<file path="src/rtl/exc_entry_pkg.sv">
package exc_entry_pkg;

   typedef enum logic [1:0] {
      EK_BREAK  = 2'd0,
      EK_NMI    = 2'd1,
      EK_BUSFLT = 2'd2,
      EK_IRQ    = 2'd3
   } exc_kind_e;

   typedef enum logic [1:0] {
      ST_IDLE   = 2'd0,
      ST_UPDATE = 2'd1,
      ST_FETCH  = 2'd2,
      ST_DONE   = 2'd3
   } seq_state_e;

endpackage

</file>
<file path="src/rtl/exc_vec_select.sv">
module exc_vec_select
   import exc_entry_pkg::*;
#(
   parameter int VEC_W = 8
) (
   input  logic [1:0]       kind,
   input  logic [VEC_W-1:0] trap_vec,
   input  logic [VEC_W-1:0] fault_vec,
   input  logic [VEC_W-1:0] irq_vec,
   output logic [VEC_W-1:0] vec,
   output logic             to_nmi_ret
);

   initial begin
      if (VEC_W < 8) $error("exc_vec_select: VEC_W must be at least 8");
   end

   always_comb begin
      vec        = '0;
      to_nmi_ret = 1'b0;
      case (exc_kind_e'(kind))
         EK_BREAK:  vec = trap_vec;
         EK_NMI: begin
            vec        = '0;
            to_nmi_ret = 1'b1;
         end
         EK_BUSFLT: vec = fault_vec;
         default:   vec = irq_vec;
      endcase
   end

endmodule

</file>
<file path="src/rtl/exc_status_xform.sv">
module exc_status_xform #(
   parameter int XLEN  = 32,
   parameter int M_BIT = 9
) (
   input  logic [XLEN-1:0] ccs_old,
   input  logic            is_nmi,
   input  logic            legacy,
   output logic [XLEN-1:0] ccs_new
);

   localparam int KEEP_HI = 2;
   localparam int CLR_LO  = 10;
   localparam int MOVE_W  = XLEN - KEEP_HI - CLR_LO;

   logic [XLEN-1:0] masked;

   initial begin
      if (XLEN != 32) $error("exc_status_xform: XLEN must be 32");
      if (M_BIT >= XLEN) $error("exc_status_xform: M_BIT out of range");
   end

   always_comb begin
      masked = ccs_old;
      if (is_nmi) masked[M_BIT] = 1'b0;
   end

   always_comb begin
      if (legacy) begin
         ccs_new = masked;
      end else begin
         ccs_new = {masked[XLEN-1 -: KEEP_HI], masked[MOVE_W-1:0], {CLR_LO{1'b0}}};
      end
   end

endmodule

</file>
<file path="src/rtl/exc_ret_calc.sv">
module exc_ret_calc #(
   parameter int XLEN  = 32,
   parameter int DSL_W = 2
) (
   input  logic [XLEN-1:0]  pc,
   input  logic [DSL_W-1:0] dsl,
   input  logic             legacy,
   output logic [XLEN-1:0]  ret_addr,
   output logic             rewind
);

   initial begin
      if (DSL_W < 1 || DSL_W >= XLEN) $error("exc_ret_calc: bad DSL_W");
   end

   assign rewind   = !legacy && (dsl != '0);
   assign ret_addr = rewind ? (pc - XLEN'(dsl)) : pc;

endmodule

</file>
<file path="src/rtl/exc_entry_seq.sv">
module exc_entry_seq
   import exc_entry_pkg::*;
#(
   parameter int XLEN          = 32,
   parameter int VEC_W         = 8,
   parameter int DSL_W         = 2,
   parameter int VER_W         = 8,
   parameter int U_BIT         = 8,
   parameter int M_BIT         = 9,
   parameter int LEGACY_LIMIT  = 32,
   parameter bit LEGACY_EN     = 1'b1
) (
   input  logic             clk,
   input  logic             rst_n,
   input  logic             req_valid,
   input  logic [1:0]       req_kind,
   input  logic [VEC_W-1:0] trap_vec,
   input  logic [VEC_W-1:0] fault_vec,
   input  logic [VEC_W-1:0] irq_vec,
   input  logic [XLEN-1:0]  pc_in,
   input  logic [DSL_W-1:0] dslot_len,
   input  logic [VER_W-1:0] core_ver,
   input  logic [XLEN-1:0]  ccs_in,
   input  logic [XLEN-1:0]  sp_in,
   input  logic [XLEN-1:0]  ksp_in,
   input  logic [XLEN-1:0]  ebp_in,
   input  logic             mem_rd_valid,
   input  logic [XLEN-1:0]  mem_rd_data,
   output logic             busy,
   output logic             erp_we,
   output logic [XLEN-1:0]  erp_val,
   output logic             nrp_we,
   output logic [XLEN-1:0]  nrp_val,
   output logic             ccs_we,
   output logic [XLEN-1:0]  ccs_val,
   output logic             exs_we,
   output logic [XLEN-1:0]  exs_val,
   output logic             usp_we,
   output logic [XLEN-1:0]  usp_val,
   output logic             sp_we,
   output logic [XLEN-1:0]  sp_val,
   output logic             dslot_clr,
   output logic             mem_rd_req,
   output logic [XLEN-1:0]  mem_rd_addr,
   output logic             pc_we,
   output logic [XLEN-1:0]  pc_val,
   output logic             done,
   output logic             fatal_bus_err,
   output logic             recursive_fault
);

   localparam int IDX_LO  = 8;
   localparam int IDX_W   = 8;
   localparam int VSHIFT  = 2;

   initial begin
      if (XLEN != 32) $error("exc_entry_seq: XLEN must be 32");
      if (VEC_W < IDX_W || VEC_W + VSHIFT > XLEN) $error("exc_entry_seq: bad VEC_W");
      if (U_BIT >= 10) $error("exc_entry_seq: U_BIT must fall in the cleared low field");
      if (M_BIT >= 10) $error("exc_entry_seq: M_BIT must fall in the cleared low field");
      if (VER_W < 1) $error("exc_entry_seq: bad VER_W");
   end

   // ---------------- version decode (variant chosen by parameter)
   logic legacy_now;
   generate
      if (LEGACY_EN) begin : g_legacy
         assign legacy_now = (core_ver < VER_W'(LEGACY_LIMIT));
      end else begin : g_modern_only
         assign legacy_now = 1'b0;
      end
   endgenerate

   // ---------------- captured request
   seq_state_e        state_q;
   logic [1:0]        kind_q;
   logic [VEC_W-1:0]  tvec_q, fvec_q, ivec_q;
   logic [XLEN-1:0]   pc_q, ccs_q, sp_q, ksp_q, ebp_q, rdata_q;
   logic [DSL_W-1:0]  dsl_q;
   logic              legacy_q;
   logic              fatal_q, rec_q;

   logic accept, legacy_bf;
   assign legacy_bf = req_valid && (exc_kind_e'(req_kind) == EK_BUSFLT) && legacy_now;
   assign accept    = (state_q == ST_IDLE) && req_valid && !legacy_bf;

   always_ff @(posedge clk) begin
      if (!rst_n) begin
         state_q  <= ST_IDLE;
         kind_q   <= '0;
         tvec_q   <= '0;
         fvec_q   <= '0;
         ivec_q   <= '0;
         pc_q     <= '0;
         ccs_q    <= '0;
         sp_q     <= '0;
         ksp_q    <= '0;
         ebp_q    <= '0;
         dsl_q    <= '0;
         legacy_q <= 1'b0;
         rdata_q  <= '0;
         fatal_q  <= 1'b0;
         rec_q    <= 1'b0;
      end else begin
         fatal_q <= (state_q == ST_IDLE) && legacy_bf;
         rec_q   <= (state_q != ST_IDLE) && req_valid
                    && (exc_kind_e'(req_kind) == EK_BUSFLT)
                    && (exc_kind_e'(kind_q) == EK_BUSFLT);
         case (state_q)
            ST_IDLE: begin
               if (accept) begin
                  kind_q   <= req_kind;
                  tvec_q   <= trap_vec;
                  fvec_q   <= fault_vec;
                  ivec_q   <= irq_vec;
                  pc_q     <= pc_in;
                  ccs_q    <= ccs_in;
                  sp_q     <= sp_in;
                  ksp_q    <= ksp_in;
                  ebp_q    <= ebp_in;
                  dsl_q    <= dslot_len;
                  legacy_q <= legacy_now;
                  state_q  <= ST_UPDATE;
               end
            end
            ST_UPDATE: state_q <= ST_FETCH;
            ST_FETCH: begin
               if (mem_rd_valid) begin
                  rdata_q <= mem_rd_data;
                  state_q <= ST_DONE;
               end
            end
            default: state_q <= ST_IDLE;
         endcase
      end
   end

   // ---------------- datapath pieces
   logic [VEC_W-1:0] vec_sel;
   logic             to_nmi;
   logic [XLEN-1:0]  ret_addr;
   logic             rewind;
   logic [XLEN-1:0]  ccs_next;

   exc_vec_select #(.VEC_W(VEC_W)) u_vsel (
      .kind       (kind_q),
      .trap_vec   (tvec_q),
      .fault_vec  (fvec_q),
      .irq_vec    (ivec_q),
      .vec        (vec_sel),
      .to_nmi_ret (to_nmi)
   );

   exc_ret_calc #(.XLEN(XLEN), .DSL_W(DSL_W)) u_ret (
      .pc       (pc_q),
      .dsl      (dsl_q),
      .legacy   (legacy_q),
      .ret_addr (ret_addr),
      .rewind   (rewind)
   );

   exc_status_xform #(.XLEN(XLEN), .M_BIT(M_BIT)) u_ccs (
      .ccs_old (ccs_q),
      .is_nmi  (to_nmi),
      .legacy  (legacy_q),
      .ccs_new (ccs_next)
   );

   // ---------------- outputs
   logic in_upd;
   logic user_mode;
   assign in_upd    = (state_q == ST_UPDATE);
   assign user_mode = ccs_q[U_BIT];

   assign busy      = (state_q != ST_IDLE);
   assign erp_we    = in_upd && !to_nmi;
   assign nrp_we    = in_upd && to_nmi;
   assign erp_val   = ret_addr;
   assign nrp_val   = ret_addr;
   assign ccs_we    = in_upd;
   assign ccs_val   = ccs_next;
   assign exs_we    = in_upd && !legacy_q;
   assign exs_val   = {{(XLEN-IDX_LO-IDX_W){1'b0}}, vec_sel[IDX_W-1:0], {IDX_LO{1'b0}}};
   assign usp_we    = in_upd && user_mode;
   assign usp_val   = sp_q;
   assign sp_we     = in_upd && user_mode;
   assign sp_val    = ksp_q;
   assign dslot_clr = in_upd && rewind;

   assign mem_rd_req  = (state_q == ST_FETCH);
   assign mem_rd_addr = ebp_q + {{(XLEN-VEC_W-VSHIFT){1'b0}}, vec_sel, {VSHIFT{1'b0}}};
   assign pc_we       = (state_q == ST_DONE);
   assign pc_val      = rdata_q;
   assign done        = (state_q == ST_DONE);
   assign fatal_bus_err   = fatal_q;
   assign recursive_fault = rec_q;

   // ---------------- assertions
   assert_one_ret_R1: assert property (@(posedge clk) disable iff (!rst_n)
      $onehot0({erp_we, nrp_we}));

   assert_nmi_ret_R2: assert property (@(posedge clk) disable iff (!rst_n)
      nrp_we |-> (exs_val[15:8] == 8'd0));

   assert_exs_shape_R4: assert property (@(posedge clk) disable iff (!rst_n)
      exs_we |-> (exs_val[7:0] == 8'd0 && exs_val[XLEN-1:16] == '0));

   assert_user_clear_R7: assert property (@(posedge clk) disable iff (!rst_n)
      (ccs_we && exs_we) |-> (ccs_val[9:0] == 10'd0));

   assert_swap_pair_R6: assert property (@(posedge clk) disable iff (!rst_n)
      sp_we |-> usp_we);

   assert_pc_after_read_R8: assert property (@(posedge clk) disable iff (!rst_n)
      (mem_rd_req && mem_rd_valid) |=> (pc_we && done));

   assert_read_held_R8: assert property (@(posedge clk) disable iff (!rst_n)
      (mem_rd_req && !mem_rd_valid) |=> (mem_rd_req && $stable(mem_rd_addr)));

   assert_update_to_fetch_R11: assert property (@(posedge clk) disable iff (!rst_n)
      ccs_we |=> (mem_rd_req && !ccs_we));

   assert_done_idle_R11: assert property (@(posedge clk) disable iff (!rst_n)
      done |=> !busy);

   assert_legacy_no_entry_R10: assert property (@(posedge clk) disable iff (!rst_n)
      fatal_bus_err |-> !busy);

   assert_rec_while_busy_R12: assert property (@(posedge clk) disable iff (!rst_n)
      recursive_fault |-> $past(busy));

endmodule

</file>
<file path="config.mk">
export PLATFORM = sky130hd
export DESIGN_NAME = exc_entry_seq
export DESIGN_NICKNAME = d
export VERILOG_FILES = /design/src/rtl/exc_entry_pkg.sv /design/src/rtl/exc_vec_select.sv /design/src/rtl/exc_status_xform.sv /design/src/rtl/exc_ret_calc.sv /design/src/rtl/exc_entry_seq.sv
export SDC_FILE = /design/constraint.sdc
export NUM_CORES = 1
export LEC_CHECK = 0
export ABC_AREA = 1
export BUFFER_PORTS_ARGS = -buffer_cell sky130_fd_sc_hd__buf_4
export CAP_MARGIN = 5
export CORE_AREA = 2 2 195 197
export CTS_BUF_LIST = sky130_fd_sc_hd__clkbuf_4 sky130_fd_sc_hd__clkbuf_8 sky130_fd_sc_hd__clkbuf_16
export DETAILED_ROUTE_END_ITERATION = 7
export DIE_AREA = 0 0 197 199
export SKIP_CTS_REPAIR_TIMING = 1
export SLEW_MARGIN = 20
export SYNTH_ARGS = -nofsm -noshare
export SYNTH_HDL_FRONTEND = slang
export SYNTH_SLANG_ARGS = --single-unit
export TNS_END_PERCENT = 5
</file>
<file path="constraint.sdc">
create_clock -name clk -period 2.08 [get_ports clk]
set_input_delay 0 -clock clk [delete_from_list [all_inputs] [get_ports clk]]
set_output_delay 0 -clock clk [all_outputs]
set_load 0.01 [all_outputs]
</file>
Yosys cells after proc, flatten, opt, wreduce, memory -nomap -nowiden
Cells that the tools add are included.
- $add $sub $neg: 2
- magnitude comparators: 1
- equal/unequal tests: 8
- multiplexer cells: 8
- reductions and logical operators: 24
- operators with widths (operator ; number):
    32-bit by 10-bit adder with 32-bit output ; 1
    32-bit two-way mux ; 1
    32-bit by 2-bit subtractor with 32-bit output ; 1
    30-bit two-way mux ; 1
    8-bit case mux with 3 select lines ; 1
    1-bit logical AND ; 14
    2-bit equality test (second input constant) ; 4
    8-bit by 6-bit < comparator with 1-bit output (second input constant) ; 1
    2-bit case mux with 3 select lines ; 1
    2-bit AND reduction ; 3
    2-bit by 1-bit equality test with 1-bit output (second input constant) ; 2
    2-bit logical NOT ; 2
    2-bit two-way mux ; 2
    2-bit inequality test (second input constant) ; 2
    2-bit nonzero test ; 2
    1-bit logical NOT ; 3
    1-bit two-way mux ; 2
- register bits after elaboration: 225
- bits of input ports: 232
- logic and storage cells: 58

Logic depth before layout (Yosys ltp)
- word-level depth: 7
- gate-level depth with buffers: 16

By module
A second synthesis with hierarchy kept.
- cell total of the unflattened synthesis: 1671
- area total of the unflattened synthesis: 11278.3 um^2
- modules (own cells, without submodules) (module ; instances ; cells each ; area each (um^2) ; sequential area each (um^2)):
    exc_entry_seq ; 1 ; 1336 ; 9700.6 ; 4504.3
    exc_ret_calc ; 1 ; 209 ; 1018.5 ; 0.0
    exc_status_xform ; 1 ; 88 ; 356.6 ; 0.0
    exc_vec_select ; 1 ; 38 ; 202.7 ; 0.0

Worst setup path before layout
No wires, ideal clock.
- kind: reg2out
- start point: reg kind_q[1]
- end point: out mem_rd_addr[14]
- arrival time: 2.437 ns
- setup slack: -0.357 ns
- stages on the path, launching flop included: 14
- buffers on the path: 1
- path through: dfxtp_1 buf_2 inv_2 nor2_1 inv_1 o221ai_1 ha_1 fa_1 nand2_1 nand2_1 and2_1 nand2_1 a21boi_4 xor2_1
- cells in the longest elaborated chain, start to end: 3
- ends and longest elaborated chain (item ; RTL line ; RTL):
    start: declaration ; exc_entry_seq.sv:76 ; logic [1:0] kind_q;
    start signal: assignment ; exc_entry_seq.sv:112 ; kind_q <= req_kind;
    2-bit equality test (tied with other cells) ; exc_vec_select.sv:21 ; case (exc_kind_e'(kind))
    8-bit case mux with 3 select lines * ; exc_vec_select.sv:21 ;
    named net exs_val[8] ; exc_entry_seq.sv:37 ; output logic [XLEN-1:0] exs_val,
    32-bit by 10-bit adder with 32-bit output * ; exc_entry_seq.sv:191 ; assign mem_rd_addr = ebp_q + {{(XLEN-VEC_W-VSHIFT){1'b0}}, vec_sel, {VSHIFT{1'b0}}};
    end: declaration ; exc_entry_seq.sv:44 ; output logic [XLEN-1:0] mem_rd_addr,
The timed path passes the listed nets; every way through them passes the cells marked *.

Worst setup path after layout
- start point: reg kind_q[1]
- end point: out mem_rd_addr[22]
- cells in the longest elaborated chain, start to end: 3
- ends and longest elaborated chain (item ; RTL line):
    2-bit equality test (tied with other cells) ; exc_vec_select.sv:21
    8-bit case mux with 3 select lines * ; exc_vec_select.sv:21
    32-bit by 10-bit adder with 32-bit output * ; exc_entry_seq.sv:191
Mark *: on every way between the ends. The rest lies on a longest branch, timed or not.

==> results.json <==
{
  "leakagePower_nw": 8.87,
  "clock_skew_ns": 0.0169,
  "fill_cells": 3448,
  "synth_top_flop_cell": "dfxtp_1",
  "crit_arrival_ns": 2.63,
  "timing.final.ws_setup_ns": -0.548,
  "status": "complete, but fails checks",
  "rows": 71,
  "synth_compound_area_share_pct": 13.3,
  "utilization_pct": 50.5,
  "drc": 0,
  "grt-ovfl-total": 0,
  "synth.most_common_cell": "nor2_1",
  "root_buffer": "clkbuf_16",
  "synth.top_cell.area_share_pct": 40.7,
  "gp_congestion": 0.956,
  "via_count": 12800,
  "area_delta_synth_final_pct": 69.2,
  "path_class": "flip-flop to primary output",
  "drv_slew": 0,
  "yosys.area_share.simple_pct": 29.4,
  "cts.sinks": 225,
  "start_util_pct": 29.8,
  "finalHoldViolCount": 0,
  "ys_seq_area_share_pct": 40.7,
  "grt_pass1_vias": 11200,
  "routed_via_density": 4.60,
  "top_layer_used": "met4",
  "required_ns": 2.08,
  "design.die.area_mm2": 0.0392,
  "yosys.area_share.adder_pct": 1.94,
  "maxCapViolCount": 0,
  "post-route-period-util_pct": 126,
  "synth_top_area_cell": "dfxtp_1",
  "core_area_mm2": 0.0371,
  "grt_pass1_wl_mm": 61.9,
  "syn-cell-area_mm2": 0.0111,
  "fin_crit_ns": 2.63,
  "antenna_found_initial": 1,
  "finalNetCount": 2532,
  "firstDrtPassIters": 5,
  "wl_per_cell_um": 16.2,
  "synth_cells": 1604,
  "grt_usage_pct": 20.3,
  "synth_seq_cells": 225,
  "ys_async_sr_fraction_pct": 0,
  "worst_slew_pin_slew_ns": 1.03,
  "clk_latency_ns": 0.55,
  "drtIter0Drc": 577,
  "top_level_ports": 501,
  "dieWidth_um": 197,
  "m1WireLength_mm": 18.2,
  "synth_top_family_by_area": "simple AND/OR/NAND/NOR gates",
  "synth.distinct_cells": 42,
  "multiInputGateArea_mm2": 0.00588,
  "ant_nets": 0,
  "setup_viol": 85,
  "cts_tree": "done",
  "wl_mm": 45.0,
  "dp_hpwl_mm": 32.7,
  "clk_pin_slew_ns": 0.06,
  "dr_wl_met3_mm": 3.10,
  "grt_max_degree": 74,
  "routed-wl-met2_mm": 22.3,
  "endpoint_kind": "primary output",
  "synth_common_cells": "nor2_1 (437), nand2_1 (241), dfxtp_1 (225)",
  "fmax_mhz": 381,
  "hold_class": "input pin to flip-flop",
  "finalNonFillerCells": 2775,
  "post_synth.cell_area_avg_um2": 6.91,
  "cts_max_level": 1,
  "max-vdd-ir-drop_v": 0.000790,
  "power_density_mw_per_mm2": 1170,
  "crit_fanout": 5,
  "relSlewSlack_pct": 31.3,
  "ys_warn_count": 0,
  "layout-drive-gt1-share_pct": 30.5,
  "die_y_um": 199,
  "start_kind": "flip-flop",
  "synth_xor_area_share_pct": 2.92,
  "clock_path_buffers": 3,
  "reg2reg_setup_slack_ns": 0.16,
  "regArea_mm2": 0.00451,
  "synth.area.top_cells": "dfxtp_1 (41%), nor2_1 (15%), o21ai_0 (9.8%), nand2_1 (8.2%), buf_4 (4.5%)",
  "yosys-mux-area-fraction_pct": 0,
  "power_mw": 21.9,
  "rsz0062_at_grt": "yes",
  "place_inst": 2498,
  "violations": "setup timing",
  "synth_edf_count": 0,
  "numPortBuffers": 471,
  "cts_made_buffers": 27
}
## layer usage
layer | track usage, % | vias up
met5 | 0 | -
met4 | 7.66 | 0
met3 | 6.14 | 79
met2 | 34.9 | 458
met1 | 23.7 | 5878
li1 | - | 6349
## cell usage in the layout (no fill, tap or decap), types with 16 or more instances in the layout
cell           netlist  routed
a21oi_1             51      46
buf_4               66     522
clkbuf_16            0      27
conb_1               1      24
dfxtp_1            225     222
dlygate4sd3_1        0     230
inv_1               99      95
nand2_1            241     223
nand2_2              6      19
nand3_1             54      44
nor2_1             437     427
o21ai_0            217     214
xor2_1              36      16
xor2_2               0      19
## power by group
part / internal [mW] / switching (mW)
Clock: 2.60 / 1.88
Combinational: 4.89 / 5.94
Sequential: 5.54 / 1.03
## per-stage QoR
step / TNS, ns / hold WS, ns / cell area, µm² / setup slack, ns
2_1_floorplan: 0 / 0.139 / 11200 / 0.00466
3_3_place_gp: -2.89 / 0.236 / 15100 / -0.223
3_5_place_dp: -4.41 / 0.246 / 15100 / -0.266
4_1_cts: -40.21 / -0.340 / 15900 / -0.864
5_1_grt: -36.88 / 0.228 / 18700 / -0.682
6_report: -22.71 / 0.240 / 18700 / -0.548
## flip-flops by register name (all words and copies together), names as in the netlist
| name | cells |
|---|---|
| kind_q | 2 |
| legacy_q | 1 |
| state_q | 2 |
| ivec_q | 8 |
| ccs_q | 32 |
| fvec_q | 8 |
| sp_val | 32 |
| pc_q | 32 |
| fatal_bus_err | 1 |
| dsl_q | 2 |
| ebp_q | 32 |
| pc_val | 32 |
| usp_val | 32 |
| recursive_fault | 1 |
| tvec_q | 8 |
## critical path, cell delays in order, from the launching register on
cell and delay [ns]:
dfxtp_4 0.38, inv_6 0.05, nor2_4 0.13, inv_4 0.06
o221ai_4 0.18, ha_4 0.18, fa_2 0.21, nand2_2 0.05
nand2_2 0.06, and2_4 0.15, nand2_4 0.07, a21boi_4 0.24
nand2_1 0.08, nand2_1 0.06, nand2_1 0.07, buf_6 0.12
## cells by family (layout without fill, tap and decap cells)
logic type	after synthesis	in the layout
AND/OR/NAND/NOR	794	794
AO/OA/AOI/OAI	286	286
buffers and inverters	245	918
flip-flops	225	225
XOR/XNOR	37	37
adder cells (fa/ha/maj)	16	16
other	1	25
## final cells by class
| cell class | count | share of cell area [%] |
|---|---|---|
| Antenna cell | 1 | 0.0133 |
| Clock buffer | 38 | 4.18 |
| Clock inverter | 7 | 0.247 |
| Inverter | 104 | 2.18 |
| Multi-Input combinational cell | 1157 | 31.4 |
| Sequential cell | 225 | 24.1 |
| Tap cell | 474 | 3.16 |
| Timing Repair Buffer | 769 | 34.8 |
## worst paths after layout
path                                 start         endpoint  cells past startpoint
worst max-delay path             kind_q[1]  mem_rd_addr[22]                     15
worst min-delay path              sp_in[2]       usp_val[2]                      4
worst max register to register  state_q[0]         pc_q[30]                      8
worst min register to register     pc_q[0]          pc_q[0]                      2
(Power assumes the default switching activity.)
